File: src/rtl/dataop_seq_pkg.sv
package dataop_seq_pkg;

    typedef enum logic [1:0] {
        ST_EXEC    = 2'b00,
        ST_SHIFT2  = 2'b01,
        ST_REFILL1 = 2'b10,
        ST_REFILL2 = 2'b11
    } seq_state_t;

    typedef enum logic [1:0] {
        OPC_ARITH = 2'b00,
        OPC_MOVE  = 2'b01,
        OPC_CMP   = 2'b10,
        OPC_TST   = 2'b11
    } op_class_t;

    typedef enum logic [1:0] {
        BUS_IDLE = 2'b00,
        BUS_NSEQ = 2'b01,
        BUS_SEQ  = 2'b10
    } bus_cyc_t;

    typedef enum logic [2:0] {
        FS_NONE   = 3'd0,
        FS_NEXT   = 3'd1,
        FS_TARGET = 3'd2,
        FS_REF1   = 3'd3,
        FS_REF2   = 3'd4
    } fetch_sel_t;

    typedef struct packed {
        fetch_sel_t sel;
        logic       busy;
        logic       exc_lock;
        logic       flush;
        logic       wr_slot;
        logic       rd_ops;
        logic       rd_shift;
    } seq_ctl_t;

    // bytes per instruction in the selected state
    function automatic logic [2:0] instr_bytes(input logic half);
        return half ? 3'd2 : 3'd4;
    endfunction

    // class produces a register result
    function automatic logic class_writes(input op_class_t c, input logic wr);
        return wr && ((c == OPC_ARITH) || (c == OPC_MOVE));
    endfunction

endpackage

File: src/rtl/seq_fsm.sv
module seq_fsm
    import dataop_seq_pkg::*;
(
    input  logic       clk,
    input  logic       rst,
    input  logic       issue_valid,
    input  logic       shift_by_reg,
    input  logic       cur_writes_pc,
    output seq_state_t state,
    output seq_ctl_t   ctl
);

    seq_state_t state_nxt;

    always_ff @(posedge clk) begin
        if (rst) state <= ST_EXEC;
        else     state <= state_nxt;
    end

    always_comb begin
        state_nxt    = state;
        ctl          = '0;
        ctl.sel      = FS_NONE;
        unique case (state)
            ST_EXEC: begin
                if (issue_valid) begin
                    ctl.rd_ops = 1'b1;
                    if (shift_by_reg) begin
                        ctl.sel   = FS_NEXT;
                        ctl.busy  = 1'b1;
                        state_nxt = ST_SHIFT2;
                    end else if (cur_writes_pc) begin
                        ctl.sel      = FS_TARGET;
                        ctl.flush    = 1'b1;
                        ctl.exc_lock = 1'b1;
                        ctl.busy     = 1'b1;
                        state_nxt    = ST_REFILL1;
                    end else begin
                        ctl.sel     = FS_NEXT;
                        ctl.wr_slot = 1'b1;
                    end
                end
            end
            ST_SHIFT2: begin
                ctl.rd_ops   = 1'b1;
                ctl.rd_shift = 1'b1;
                if (cur_writes_pc) begin
                    ctl.sel      = FS_TARGET;
                    ctl.flush    = 1'b1;
                    ctl.exc_lock = 1'b1;
                    ctl.busy     = 1'b1;
                    state_nxt    = ST_REFILL1;
                end else begin
                    ctl.wr_slot = 1'b1;
                    state_nxt   = ST_EXEC;
                end
            end
            ST_REFILL1: begin
                ctl.sel      = FS_REF1;
                ctl.exc_lock = 1'b1;
                ctl.busy     = 1'b1;
                state_nxt    = ST_REFILL2;
            end
            ST_REFILL2: begin
                ctl.sel      = FS_REF2;
                ctl.exc_lock = 1'b1;
                state_nxt    = ST_EXEC;
            end
            default: state_nxt = ST_EXEC;
        endcase
    end

endmodule

File: src/rtl/seq_rf_ctl.sv
module seq_rf_ctl
    import dataop_seq_pkg::*;
#(
    parameter int REG_AW = 4,
    parameter int PC_IDX = 15
)(
    input  logic              clk,
    input  logic              rst,
    input  logic              capture,
    input  logic              from_latch,
    input  op_class_t         op_class,
    input  logic              wr_result,
    input  logic [REG_AW-1:0] dest_reg,
    output logic              cur_writes_pc,
    output logic              cur_writes_gpr,
    output logic [REG_AW-1:0] cur_dest
);

    localparam logic [REG_AW-1:0] PC_SEL = PC_IDX[REG_AW-1:0];

    op_class_t         opc_q;
    logic              wr_q;
    logic [REG_AW-1:0] dst_q;
    op_class_t         opc_c;
    logic              wr_c;
    logic              writes;

    always_ff @(posedge clk) begin
        if (rst) begin
            opc_q <= OPC_CMP;
            wr_q  <= 1'b0;
            dst_q <= '0;
        end else if (capture) begin
            opc_q <= op_class;
            wr_q  <= wr_result;
            dst_q <= dest_reg;
        end
    end

    always_comb begin
        opc_c          = from_latch ? opc_q : op_class;
        wr_c           = from_latch ? wr_q  : wr_result;
        cur_dest       = from_latch ? dst_q : dest_reg;
        writes         = class_writes(opc_c, wr_c);
        cur_writes_pc  = writes && (cur_dest == PC_SEL);
        cur_writes_gpr = writes && (cur_dest != PC_SEL);
    end

endmodule

File: src/rtl/seq_fetch_gen.sv
module seq_fetch_gen
    import dataop_seq_pkg::*;
#(
    parameter int XLEN = 32
)(
    input  logic            clk,
    input  logic            rst,
    input  fetch_sel_t      sel,
    input  logic            half_width,
    input  logic [XLEN-1:0] pc_in,
    input  logic [XLEN-1:0] alu_result,
    output logic [XLEN-1:0] fetch_addr,
    output logic            fetch_req,
    output logic            fetch_seq
);

    logic [XLEN-1:0] tgt_q;
    logic [XLEN-1:0] step_q;
    logic [XLEN-1:0] step_now;

    assign step_now = XLEN'(instr_bytes(half_width));

    always_ff @(posedge clk) begin
        if (rst) begin
            tgt_q  <= '0;
            step_q <= XLEN'(4);
        end else if (sel == FS_TARGET) begin
            tgt_q  <= alu_result;
            step_q <= step_now;
        end
    end

    always_comb begin
        fetch_addr = '0;
        fetch_req  = 1'b0;
        fetch_seq  = 1'b0;
        unique case (sel)
            FS_NEXT: begin
                fetch_addr = pc_in + step_now + (step_now << 1);
                fetch_req  = 1'b1;
                fetch_seq  = 1'b1;
            end
            FS_TARGET: begin
                fetch_addr = alu_result;
                fetch_req  = 1'b1;
            end
            FS_REF1: begin
                fetch_addr = tgt_q + step_q;
                fetch_req  = 1'b1;
                fetch_seq  = 1'b1;
            end
            FS_REF2: begin
                fetch_addr = tgt_q + (step_q << 1);
                fetch_req  = 1'b1;
                fetch_seq  = 1'b1;
            end
            default: ;
        endcase
    end

endmodule

File: src/rtl/dataop_seq.sv
module dataop_seq
    import dataop_seq_pkg::*;
#(
    parameter int XLEN   = 32,
    parameter int REG_AW = 4,
    parameter int PC_IDX = 15
)(
    input  logic              clk,
    input  logic              rst,
    input  logic              issue_valid,
    input  logic [1:0]        op_class,
    input  logic              shift_by_reg,
    input  logic [REG_AW-1:0] dest_reg,
    input  logic              wr_result,
    input  logic              half_width,
    input  logic [XLEN-1:0]   pc_in,
    input  logic [XLEN-1:0]   alu_result,
    output logic [XLEN-1:0]   fetch_addr,
    output logic              fetch_req,
    output logic              fetch_seq,
    output logic [1:0]        dbus_cyc,
    output logic              rf_rd_en,
    output logic              rf_rd_shift,
    output logic              rf_wr_en,
    output logic [REG_AW-1:0] rf_wr_addr,
    output logic              flush,
    output logic              exc_lock,
    output logic              busy
);

    seq_state_t state;
    seq_ctl_t   ctl;
    logic       cur_writes_pc;
    logic       cur_writes_gpr;
    logic       capture;
    logic       from_latch;

    assign capture    = (state == ST_EXEC) && issue_valid && shift_by_reg;
    assign from_latch = (state == ST_SHIFT2);

    seq_fsm u_fsm (
        .clk          (clk),
        .rst          (rst),
        .issue_valid  (issue_valid),
        .shift_by_reg (shift_by_reg),
        .cur_writes_pc(cur_writes_pc),
        .state        (state),
        .ctl          (ctl)
    );

    seq_rf_ctl #(.REG_AW(REG_AW), .PC_IDX(PC_IDX)) u_rf (
        .clk           (clk),
        .rst           (rst),
        .capture       (capture),
        .from_latch    (from_latch),
        .op_class      (op_class_t'(op_class)),
        .wr_result     (wr_result),
        .dest_reg      (dest_reg),
        .cur_writes_pc (cur_writes_pc),
        .cur_writes_gpr(cur_writes_gpr),
        .cur_dest      (rf_wr_addr)
    );

    seq_fetch_gen #(.XLEN(XLEN)) u_fetch (
        .clk       (clk),
        .rst       (rst),
        .sel       (ctl.sel),
        .half_width(half_width),
        .pc_in     (pc_in),
        .alu_result(alu_result),
        .fetch_addr(fetch_addr),
        .fetch_req (fetch_req),
        .fetch_seq (fetch_seq)
    );

    assign dbus_cyc    = BUS_IDLE;
    assign rf_rd_en    = ctl.rd_ops;
    assign rf_rd_shift = ctl.rd_shift;
    assign rf_wr_en    = ctl.wr_slot && cur_writes_gpr;
    assign flush       = ctl.flush;
    assign exc_lock    = ctl.exc_lock;
    assign busy        = ctl.busy;

endmodule

File: config.mk
export PLATFORM = sky130hd
export DESIGN_NAME = dataop_seq
export DESIGN_NICKNAME = d
export VERILOG_FILES = /design/src/rtl/dataop_seq_pkg.sv /design/src/rtl/seq_fsm.sv /design/src/rtl/seq_rf_ctl.sv /design/src/rtl/seq_fetch_gen.sv /design/src/rtl/dataop_seq.sv
export SDC_FILE = /design/constraint.sdc
export NUM_CORES = 1
export LEC_CHECK = 0
export BUFFER_PORTS_ARGS = -buffer_cell sky130_fd_sc_hd__buf_2
export CAP_MARGIN = 40
export CORE_MARGIN = 2
export CORE_UTILIZATION = 54
export CTS_BUF_LIST = sky130_fd_sc_hd__clkbuf_16
export DETAILED_ROUTE_END_ITERATION = 12
export PLACE_DENSITY_LB_ADDON = 0.05
export SLEW_MARGIN = 10
export SYNTH_ARGS = -nofsm -noshare
export SYNTH_HDL_FRONTEND = slang
export SYNTH_HIERARCHICAL = 1
export SYNTH_SLANG_ARGS = --single-unit
File: constraint.sdc
create_clock -name clk -period 3.6 [get_ports clk]
set_input_delay 0.18 -clock clk [delete_from_list [all_inputs] [get_ports clk]]
set_output_delay 0.18 -clock clk [all_outputs]
set_load 0.01 [all_outputs]
==> Yosys cells after proc, flatten, opt, wreduce, memory -nomap -nowiden <==
Index checks and enable logic that the tools add are counted.
{ "classes": {"add_sub_neg": 4, "n_mux": 24, "order_cmp": 0, "shift": 0, "bitwise": 0, "eq_ne": 12, "multipliers": 0, "n_reduce_logical": 13, "n_div": 0} }
{ "op_table": {"columns": ["op", "n"], "rows": [
  ["one-hot mux 32 bit (4 select lines)", 1],
  ["adder 32 x 3 -> 32 bit", 2],
  ["adder 32 x 4 -> 32 bit", 2],
  ["two-way mux 2 bit", 6],
  ["one-hot mux 3 bit (4 select lines)", 1],
  ["two-way mux 3 bit", 3],
  ["two-way mux 4 bit", 2],
  ["two-way mux 8 bit", 1],
  ["one-hot mux 2 bit (4 select lines)", 1],
  ["== test 3 x 2 -> 1 bit, second input constant", 2],
  ["logical AND 1 bit", 6],
  ["one-hot mux 1 bit (3 select lines)", 2],
  ["one-hot mux 3 bit (2 select lines)", 1],
  ["two-way mux 1 bit", 5],
  ["two-way mux 5 bit", 1],
  ["== test 2 x 1 -> 1 bit, second input constant", 2],
  ["== test 2 bit, second input constant", 2],
  ["== test 4 bit, second input constant", 1],
  ["zero test 2 bit", 2],
  ["!= test 4 bit, second input constant", 1],
  ["OR reduction 4 bit", 1],
  ["== test 3 x 1 -> 1 bit, second input constant", 1],
  ["== test 3 bit, second input constant", 1],
  ["!= test 3 bit, second input constant", 1],
  ["other kinds (5)", 5]
]} }
{ "totals": {"latchBits": 0, "ram_bits": 0, "romBits": 0, "reg_bits": 44, "mem_count": 0, "wordCells": 59, "output_inout_bits": 46} }

==> Longest topological paths before layout <==
Gate-level depths: netlist of the first run.
{ "logic_depth": {"depth_word": 13, "depth_mapped": 15, "ltp_nobuf": 12} }

==> Cells and area by module <==
The synthesis of the first run kept the hierarchy.
{ "by_module_without_submodules": {"columns": ["mod", "cells_per_inst", "area_per_inst_um2", "n_inst"], "rows": [
  ["seq_fetch_gen", 537, 3731.1, 1],
  ["seq_rf_ctl", 32, 330.3, 1],
  ["seq_fsm", 24, 168.9, 1],
  ["dataop_seq", 6, 46.3, 1]
]} }

==> Least setup slack after synthesis of the first run <==
No wires, ideal clock.
{ "synth_path": {"kind": "reg-to-output", "startpoint": "register u_fsm.state[1]", "endpoint": "output port fetch_addr[24]", "required_ps": 3420, "setup_slack_ps": 337, "arrival_time_ps": 3083, "path_stages_with_launch": 15, "n_path_buf": 3, "path_cell_list": "dfxtp_1 and2b_2 buf_6 or3b_1 o22ai_2 o21ai_2 a21oi_1 nand2b_1 clkbuf_1 or2_2 clkbuf_1 o22ai_1 nand2_1 o2111a_1 o21ai_0"} }
{ "synth_lines": {"columns": ["element", "line", "rtl"], "rows": [
  ["start, declared", "seq_fsm.sv:9", "output seq_state_t state,"],
  ["start signal, assigned", "seq_fsm.sv:17", "else state <= state_nxt;"],
  ["end, declared", "dataop_seq.sv:18", "output logic [XLEN-1:0] fetch_addr,"]
]} }

==> results of run 1 <==
kinds of logic after synthesis:
logic type	Yosys count	synth area share, %
compound gates	137	21.0
xor+xnor	60	12.3
other cells	1	0.0877
simple gates	279	33.3
flops	42	19.7
mux	10	2.46
buf+inv	56	6.61
fa+ha+maj	14	4.62
flip-flops by register name (all words and copies together) (netlist names):
signal and count:
u_fetch/tgt_q 32, u_rf/wr_q 1, u_fetch/step_q 2, u_rf/opc_q 1, u_fsm/state 2, u_rf/dst_q 4
metal layers:
layer,vias up,share of wire [%],wire length [µm],track usage [%]
li1,2325,-,-,-
met1,2298,43,6140,44.6
met5,-,0,0,0
met4,0,2.2,314,10.2
met3,27,7.5,1080,3.71
met2,249,47,6730,54.3
stage by stage:
stage / cells / cell area, µm²
after floorplan: 600 / 4280
after global placement: 794 / 4910
after detailed placement: 794 / 4910
after CTS: 802 / 5070
after global routing: 802 / 5110
final: 802 / 5110
path summary, 6_finish.rpt:
| path | start | endpoint | slack (ns) |
|---|---|---|---|
| worst max-delay path | u_fsm/state[1]$_SDFFE_PP0P_ | fetch_addr[17] | 0.1 |
| worst min-delay path | op_class[1] | u_rf/opc_q[1]$_SDFFE_PP1P_ | 0.14 |
| worst max register to register | u_fsm/state[1]$_SDFFE_PP0P_ | u_fetch/tgt_q[19]$_SDFFE_PP0N_ | 0.75 |
| worst min register to register | u_fetch/tgt_q[0]$_SDFFE_PP0N_ | u_fetch/tgt_q[0]$_SDFFE_PP0N_ | 0.47 |
layout make-up:
| class | count | area [µm²] | area share (%) |
|---|---|---|---|
| multi-input cells | 502 | 3200 | 62.6 |
| flip-flops and latches | 42 | 841 | 16.4 |
| inverters | 13 | 48.8 | 0.954 |
| repair buffers | 135 | 734 | 14.4 |
| clock buffers | 5 | 125 | 2.45 |
| well taps | 102 | 128 | 2.50 |
| clock inverters | 3 | 37.5 | 0.734 |
timing repair:
| item | 4_1_cts | 5_1_grt |
|---|---|---|
| hold buffers | 0 | 0 |
| pin swaps | 0 | 1 |
| setup endpoints to repair | 1 | 10 |
| gates cloned | 0 | 0 |
| resized for setup | 1 | 9 |
cell usage in the layout (no fill, tap or decap), types with 5 or more instances in the layout:
cell type	netlist	layout
buf_2	5	118
xnor2_1	35	35
a21oi_1	45	43
mux2i_1	6	6
o211ai_1	13	13
nand3_1	20	20
and4_1	5	5
nand2_1	117	117
clkbuf_16	0	5
dfxtp_1	42	42
nor2b_1	6	6
inv_1	13	14
o22ai_1	8	7
buf_4	2	15
nor3_1	18	18
o2111ai_1	6	6
o21ai_0	22	22
and3_1	7	7
xor2_1	25	25
a22oi_1	14	13
nor2_1	42	41
nand2b_1	5	5
nand4_1	24	24
ha_1	11	11
power groups by stage:
| stage | logic [mW] | registers [mW] | clock network [mW] |
|---|---|---|---|
| global placement | 0.251 | 0.486 | 0 |
| global route | 0.285 | 0.476 | 0.537 |
| detailed placement | 0.256 | 0.486 | 0 |
| CTS | 0.258 | 0.476 | 0.521 |
| floorplan | 0.138 | 0.484 | 0 |
| finish | 0.261 | 0.476 | 0.521 |
==> results.py, run 1 <==
metrics = {
    "cells_and_area": {
        "postLayoutCoreUtil_pct": 66.5,
        "num-fill-cells": 737,
        "areaGrowthSynthToFinish_pct": 19.6,
        "diodes": 0,
        "drive_above_1_share_pct": 25.3,
        "layout.nets": 789,
    },
    "timing": {
        "maxSlewHeadroom_pct": 43.4,
        "finalCriticalPeriod_ns": 3.50,
        "finalClockSkew_ns": 0.00469,
        "fin_crit_sh_pct": 97.2,
        "hold_viol_final": 0,
        "fmaxAchievable_ghz": 0.286,
        "worst_slack_ns": 0.0994,
        "maxSlewViolCount": 0,
        "rsz0062_at_grt": "true",
        "tightest_slew_ns": 0.849,
        "tns_ns": 0,
        "setup_viol": 0,
        "timing.hold.ws_ns": 0.145,
    },
    "clock_tree": {
        "cts_buffers": 5,
        "cts_tree": "built",
        "cts_root_buf": "clkbuf_16",
        "htreeDepth": 2,
        "clk_pin_slew_ns": 0.06,
        "postCtsSetupBuffers": 0,
        "clk_latency_ns": 0.29,
        "clkSinkCount": 42,
        "cts_buffer_depth": 2,
    },
    "logic_synthesis": {
        "synth_area_leaders": "dfxtp_1, nand2_1, xnor2_1",
        "syn_area_per_cell_um2": 7.14,
        "synth_edf_count": 0,
        "synth.most_common_cell": "nand2_1",
        "async_flop_share_pct": 0,
        "ys_seq_area_share_pct": 19.7,
        "dominantRegCellSynth": "dfxtp_1",
        "synthCells": 599,
        "yosysTopAreaCellShare_pct": 19.7,
        "syn_area_mm2": 0.00428,
        "yosys_register_bits": 42,
        "synth.distinct_cells": 72,
        "synthTopCellsByCount": "nand2_1, a21oi_1, dfxtp_1, nor2_1, xnor2_1",
        "synth_area_leader_cell": "dfxtp_1",
        "yosysWarnings": 6,
    },
    "setup_path": {
        "setup.worst_path.start_class": "flip-flop",
        "path_delay_family": "compound AO/OA/AOI/OAI gates",
        "critPathKind": "flip-flop to primary output",
        "cp_slowest_cell": "or3b_1",
        "worstPathRequired_ns": 3.42,
        "cp_num_buf_inv": 3,
        "worstPathMaxFanout": 18,
        "cp.arrival_ns": 3.32,
        "endpoint_kind": "primary output",
        "r2r_cells": 11,
        "crit_top_cell": "o21ai_0",
        "path_depth": 13,
        "crit_chain": "and2b_2 -> or3b_1 -> o22ai_4 -> inv_1 -> o21ai_0 -> a21oi_2 -> nor2_1 -> nand2_1 -> buf_4 -> o22ai_1 -> o21ai_0 -> o211ai_1 -> buf_2",
        "cp_slowest_stage_delay_ns": 0.41,
    },
    "pwr": {
        "internal_power_uw": 909,
        "pwr-share-comb_pct": 20.7,
        "p_seq_share_pct": 37.9,
        "p_per_area_mw_per_mm2": 246,
        "clkPwrFrac_pct": 41.4,
        "power_switching_uw": 349,
        "p_sw_share_pct": 27.7,
        "vdd_drop_max_mv": 0.175,
        "cellLeakagePower_nw": 1.98,
        "p_total_mw": 1.26,
    },
    "floorplan": {
        "start_util_pct": 55.6,
        "io_pins": 122,
        "core_area_mm2": 0.00769,
        "dieArea_mm2": 0.00865,
        "die_y_um": 93.0,
        "rows": 32,
        "die_x_um": 93.0,
    },
    "detailed_routing": {
        "viasPerCell": 6.11,
        "drc": 0,
        "wirelength_mm": 14.3,
        "antenna_left": 0,
        "vias": 4899,
        "dr.pass1.iters": 5,
        "routedWlPerCell_um": 17.8,
        "drt_iter0_markers": 389,
    },
    "global_route": {
        "antenna_found_initial": 0,
        "grt_usage_pct": 32.7,
        "grt-ovfl-total": 0,
        "grt_pass1_wl_mm": 22.5,
        "grt_pass1_vias": 4561,
        "grt_max_degree": 43,
    },
    "placed_design": {
        "io_buffers": 118,
        "dp_hpwl_mm": 10.6,
        "pre_cts_slack_ns": 0.309,
        "gp_congestion": 0.961,
    },
    "hold_path": {
        "hold_path.class": "input port to flip-flop",
        "hold_depth": 2,
    },
    "job": {
        "cap_violations": 0,
    },
    "run_status": {
        "outcome": "completed",
    },
}
No activity file was read; power rests on OpenSTA's default activity.
==> run 2, diff against run 1 <==
--- a/config.mk
+++ b/config.mk
@@ -5,13 +5,14 @@
 export SDC_FILE = /design/constraint.sdc
 export NUM_CORES = 1
 export LEC_CHECK = 0
+export ABC_AREA = 0
 export BUFFER_PORTS_ARGS = -buffer_cell sky130_fd_sc_hd__buf_2
 export CAP_MARGIN = 40
 export CORE_MARGIN = 2
 export CORE_UTILIZATION = 54
 export CTS_BUF_LIST = sky130_fd_sc_hd__clkbuf_16
 export DETAILED_ROUTE_END_ITERATION = 12
-export PLACE_DENSITY_LB_ADDON = 0.05
+export PLACE_DENSITY = 0.82
 export SLEW_MARGIN = 10
 export SYNTH_ARGS = -nofsm -noshare
 export SYNTH_HDL_FRONTEND = slang
==> run 2 against run 1 <==
  * Sequential power barely moved
  * Non-clock buffer count rose by 4
  * Combinational power barely moved
  * Worst hold slack got worse by 0.0091 ns
  * Routed wire length fell by 1.1%
  * Register-to-register slack got worse by 0.23 ns
  * Largest cell class unchanged
  * Global-route usage rose by 0.22 points
  * Clock power fell by 9.2%
  * Setup slack improved by 0.044 ns
  * Die area did not move
==> results.py, run 2 (synthesis results as in run 1) <==
metrics = {
    "run_status": {
        "outcome": "completed",
    },
    "timing": {
        "fmaxAchievable_ghz": 0.289,
        "tns_ns": 0,
        "rsz0062_at_grt": "false",
        "maxSlewViolCount": 0,
        "maxSlewHeadroom_pct": 44.5,
        "setup_viol": 0,
        "hold_viol_final": 0,
        "fin_crit_sh_pct": 96.0,
        "finalCriticalPeriod_ns": 3.46,
        "tightest_slew_ns": 0.833,
        "finalClockSkew_ns": 0.00897,
    },
    "detailed_routing": {
        "viasPerCell": 6.04,
        "dr.pass1.iters": 5,
        "vias": 4869,
        "drt_iter0_markers": 310,
        "drc": 0,
        "antenna_left": 0,
        "routedWlPerCell_um": 17.5,
        "wirelength_mm": 14.1,
    },
    "floorplan": {
        "dieArea_mm2": 0.00865,
        "die_y_um": 93.0,
        "start_util_pct": 55.6,
        "core_area_mm2": 0.00769,
        "die_x_um": 93.0,
        "rows": 32,
        "io_pins": 122,
    },
    "setup_path": {
        "path_delay_family": "compound AO/OA/AOI/OAI gates",
        "cp_num_buf_inv": 2,
        "worstPathRequired_ns": 3.42,
        "endpoint_kind": "primary output",
        "crit_chain": "and2b_2 -> or3b_1 -> o22ai_4 -> o21ai_2 -> a21oi_1 -> buf_4 -> nor2_1 -> and2_4 -> a22o_1 -> o21ai_0 -> o211ai_1 -> buf_2",
        "cp_slowest_cell": "or3b_1",
        "setup.worst_path.start_class": "flip-flop",
        "worstPathMaxFanout": 11,
        "cp.arrival_ns": 3.28,
        "cp_slowest_stage_delay_ns": 0.42,
        "critPathKind": "flip-flop to primary output",
    },
    "placed_design": {
        "io_buffers": 118,
        "gp_congestion": 0.972,
        "dp_hpwl_mm": 11.0,
    },
    "global_route": {
        "grt_usage_pct": 32.9,
        "grt_pass1_wl_mm": 22.7,
        "grt-ovfl-total": 0,
        "grt_pass1_vias": 4569,
        "grt_max_degree": 43,
        "antenna_found_initial": 0,
    },
    "cells_and_area": {
        "layout_common_cells": "buf_2, nand2_1, a21oi_1",
        "top_register": "u_fetch/tgt_q",
        "drive_above_1_share_pct": 26.1,
        "areaGrowthSynthToFinish_pct": 19.8,
        "diodes": 0,
        "regArea_um2": 842,
        "largest_reg_flops": 32,
        "layout.nets": 793,
        "multi_input_comb_area_mm2": 0.00320,
        "largestRegisters": "u_fetch/tgt_q x32, u_rf/dst_q x4",
        "num-fill-cells": 742,
        "postLayoutCoreUtil_pct": 66.7,
        "layout.cells.most_common": "buf_2",
    },
    "job": {
        "cap_violations": 0,
    },
    "clock_tree": {
        "cts_root_buf": "clkbuf_16",
        "clk_pin_slew_ns": 0.07,
        "cts_tree": "built",
        "hold_buffers": 0,
        "clk_latency_ns": 0.29,
        "cts_buffer_depth": 2,
        "clkSinkCount": 42,
        "cts_buffers": 5,
        "htreeDepth": 2,
    },
    "pwr": {
        "p_per_area_mw_per_mm2": 236,
        "vdd_drop_max_mv": 0.176,
        "cellLeakagePower_nw": 1.99,
    },
    "hold_path": {
        "hold_path.class": "input port to flip-flop",
    },
}
-- run 2: changes by cell type in the layout (fill, tap and decap cells not counted), sizes merged --
| cell | delta |
|---|---|
| bufinv | -1 |
| buf | +4 |
| inv | +1 |
-- run 2: power breakdown --
part | internal [mW] | leakage, nW | total (mW) | switching, mW
clock network | 0.265 | 0.0752 | 0.473 | 0.208
registers | 0.470 | 0.340 | 0.477 | 0.00705
logic | 0.116 | 1.57 | 0.260 | 0.144
total | 0.851 | 1.99 | 1.21 | 0.359
-- run 2: final timing paths --
kind                                          to                          start  slack (ns)  cells past startpoint
setup / recovery                  fetch_addr[13]    u_fsm/state[0]$_SDFFE_PP0P_        0.14                     12
setup reg to reg  u_fetch/tgt_q[23]$_SDFFE_PP0N_    u_fsm/state[0]$_SDFFE_PP0P_        0.52                     11
hold reg to reg    u_fetch/tgt_q[0]$_SDFFE_PP0N_  u_fetch/tgt_q[0]$_SDFFE_PP0N_        0.46                      2
hold / removal        u_rf/opc_q[1]$_SDFFE_PP1P_                    op_class[1]        0.14                      2
-- run 2: through the flow --
| stage | power, mW | worst slack (ns) | std cells | cell area (µm²) | hold slack, ns |
|---|---|---|---|---|---|
| floorplan | 0.622 | 0.337 | 600 | 4280 | 0.245 |
| global placement | 0.731 | 0.308 | 795 | 4900 | 0.419 |
| detailed placement | 0.742 | 0.265 | 796 | 4910 | 0.428 |
| CTS | 1.21 | 0.0129 | 804 | 5090 | 0.130 |
| global route | 1.26 | 0.0391 | 806 | 5120 | 0.150 |
| finish | 1.21 | 0.144 | 806 | 5120 | 0.135 |
-- run 2: timing repair --
item	4_1_cts	5_1_grt
buffers inserted	0	2
hold endpoints to repair	0	0
setup endpoints to repair	8	16
resized for setup	5	8
-- run 2: worst reg2reg max path, cell delays in order, from the launching register on --
cell and delay [ns]:
dfxtp_2 0.38, and2b_2 0.28, or3b_1 0.42, o22ai_4 0.23, o21ai_2 0.12, a21oi_1 0.20
nand2b_1 0.12, buf_4 0.16, nand2b_1 0.50, buf_4 0.36, nand2_1 0.08, a21oi_1 0.07
-- run 2: area by class of cell --
cell class / instances / share of cell area, %
Clock buffer: 5 / 2.44
Tap cell: 102 / 2.49
Multi-Input combinational cell: 502 / 62.5
Timing Repair Buffer: 139 / 14.7
Inverter: 13 / 0.952
Clock inverter: 3 / 0.513
Sequential cell: 42 / 16.4
-- run 2: layer usage --
metal | GRT usage, % | vias up | share of wire (%) | wire length (µm)
met5 | 0 | - | 0 | 0
met4 | 9.31 | 0 | 2.4 | 344
met3 | 4.83 | 35 | 8.6 | 1210
met2 | 56.3 | 222 | 48 | 6700
met1 | 43.1 | 2268 | 41 | 5850
li1 | - | 2344 | - | -
==> run 3, diff against run 2 <==
--- a/config.mk
+++ b/config.mk
@@ -8,9 +8,9 @@
 export ABC_AREA = 0
 export BUFFER_PORTS_ARGS = -buffer_cell sky130_fd_sc_hd__buf_2
 export CAP_MARGIN = 40
-export CORE_MARGIN = 2
 export CORE_UTILIZATION = 54
 export CTS_BUF_LIST = sky130_fd_sc_hd__clkbuf_16
+export CTS_CLUSTER_DIAMETER = 100
 export DETAILED_ROUTE_END_ITERATION = 12
 export PLACE_DENSITY = 0.82
 export SLEW_MARGIN = 10
==> run 3 against run 2 <==
  * Register-to-register slack better by 0.41 ns
  * Clock skew is 0.0043 ns lower
  * Non-clock buffer count is 2 lower
  * Sequential cell count stayed put
  * Combinational power hardly changed
  * Critical path depth stayed put
  * Clock power is 11% higher
  * Sequential power hardly changed
  * First-iteration DRC count is 49% higher
  * Critical path type unchanged
  * Largest cell class unchanged
==> results.py, run 3 (synthesis results as in run 1) <==
metrics = {
    "detailed_routing": {
        "drc": 0,
        "wirelength_mm": 13.9,
        "routedWlPerCell_um": 17.3,
        "antenna_left": 0,
        "dr.pass1.iters": 5,
        "drt_iter0_markers": 463,
        "viasPerCell": 6.16,
        "vias": 4954,
    },
    "timing": {
        "hold_viol_final": 0,
        "rsz0062_at_grt": "false",
        "finalClockSkew_ns": 0.00469,
        "tns_ns": 0,
        "fmaxAchievable_ghz": 0.288,
        "setup_viol": 0,
        "maxSlewViolCount": 0,
        "worst_slack_ns": 0.125,
        "finalCriticalPeriod_ns": 3.48,
        "tightest_slew_ns": 0.859,
        "maxSlewHeadroom_pct": 42.3,
        "fin_crit_sh_pct": 96.5,
        "timing.hold.ws_ns": 0.155,
    },
    "clock_tree": {
        "clk_pin_slew_ns": 0.07,
        "cts_root_buf": "clkbuf_16",
        "cts_tree": "built",
        "hold_buffers": 0,
        "clkSinkCount": 42,
        "cts_buffer_depth": 2,
        "htreeDepth": 2,
        "clk_latency_ns": 0.28,
        "cts_buffers": 5,
    },
    "global_route": {
        "grt_max_degree": 43,
        "antenna_found_initial": 0,
        "grt-ovfl-total": 0,
        "grt-busiest-layer": "met2",
        "grt_util_met1_pct": 43.1,
        "grt_usage_pct": 33.3,
        "use_met3_pct": 4.44,
        "grt_pass1_vias": 4578,
        "grtUsageMet2_pct": 57.1,
        "grt_pass1_wl_mm": 22.3,
    },
    "cells_and_area": {
        "layout_common_cells": "buf_2, nand2_1, a21oi_1",
        "areaGrowthSynthToFinish_pct": 19.6,
        "top_register": "u_fetch/tgt_q",
        "regArea_um2": 841,
        "largestRegisters": "u_fetch/tgt_q x32, u_rf/dst_q x4",
        "final_area_mm2": 0.00511,
        "diodes": 0,
        "layout.cells.most_common": "buf_2",
        "multi_input_comb_area_mm2": 0.00319,
        "num-fill-cells": 685,
        "largest_reg_flops": 32,
        "layout.nets": 791,
        "drive_above_1_share_pct": 25.9,
    },
    "floorplan": {
        "rows": 32,
        "dieArea_mm2": 0.00828,
        "die_x_um": 91.0,
        "io_pins": 122,
        "die_y_um": 91.0,
        "start_util_pct": 55.6,
        "core_area_mm2": 0.00769,
    },
    "setup_path": {
        "cp.arrival_ns": 3.30,
        "worstPathRequired_ns": 3.42,
        "critPathKind": "flip-flop to primary output",
        "r2r_cells": 10,
        "endpoint_kind": "primary output",
        "setup.worst_path.start_class": "flip-flop",
        "worstPathMaxFanout": 14,
    },
    "pwr": {
        "p_per_area_mw_per_mm2": 247,
        "p_total_mw": 1.26,
        "vdd_drop_max_mv": 0.210,
        "cellLeakagePower_nw": 1.98,
    },
    "placed_design": {
        "gp_congestion": 0.956,
        "io_buffers": 118,
        "pre_cts_slack_ns": 0.339,
        "postPlaceCellArea_mm2": 0.00491,
        "dp_hpwl_mm": 10.8,
    },
    "hold_path": {
        "hold_path.class": "input port to flip-flop",
        "hold_depth": 3,
    },
    "job": {
        "cap_violations": 0,
    },
    "run_status": {
        "outcome": "completed",
    },
}
## run 3: metrics by stage
stage               utilization [%]  std cells
floorplan                         -        600
global placement               63.8        795
detailed placement             63.9        796
CTS                            66.1        804
global route                   66.5        804
finish                         66.5        804
## run 3: final cells by class
| class | count | share of cell area, % |
|---|---|---|
| clock buffers | 5 | 2.45 |
| clock inverters | 3 | 0.881 |
| inverters | 13 | 0.954 |
| multi-input cells | 502 | 62.4 |
| flip-flops and latches | 42 | 16.4 |
| well taps | 102 | 2.50 |
| repair buffers | 137 | 14.4 |
## run 3: layer usage
metal | share of wire (%) | vias to the layer above
met5 | 0 | -
met4 | 2.5 | 0
met3 | 8.4 | 35
met2 | 48 | 274
met1 | 41 | 2298
li1 | - | 2347
## run 3: path summary, 6_finish.rpt
check                                   endpoint  slack (ns)                     startpoint
setup / recovery                  fetch_addr[17]        0.12    u_fsm/state[1]$_SDFFE_PP0P_
hold / removal     u_fetch/tgt_q[0]$_SDFFE_PP0N_        0.15                  alu_result[0]
setup reg to reg  u_fetch/tgt_q[11]$_SDFFE_PP0N_        0.93    u_fsm/state[1]$_SDFFE_PP0P_
hold reg to reg    u_fetch/tgt_q[0]$_SDFFE_PP0N_        0.46  u_fetch/tgt_q[0]$_SDFFE_PP0N_
## run 3: timing repair
action | CTS | global route
resized for setup | 0 | 10
endpoints found under the hold margin | 0 | 0
buffers inserted | 0 | 0
endpoints found under the setup margin | 0 | 14
## run 3: critical path, stage by stage (launching register included)
cell and delay, ns:
dfxtp_1 0.32, and2b_2 0.28, or3b_1 0.42, o22ai_4 0.22, o21ai_2 0.12, a21oi_2 0.19
nand2b_2 0.17, or2_2 0.33, buf_4 0.21, o22ai_1 0.28, o21ai_0 0.17, o211ai_1 0.12
buf_2 0.16
## run 3: power breakdown
group	total (mW)	leakage [nW]	internal, mW	switching [mW]
registers	0.476	0.339	0.470	0.00597
clock network	0.526	0.0760	0.327	0.199
logic	0.261	1.56	0.116	0.145
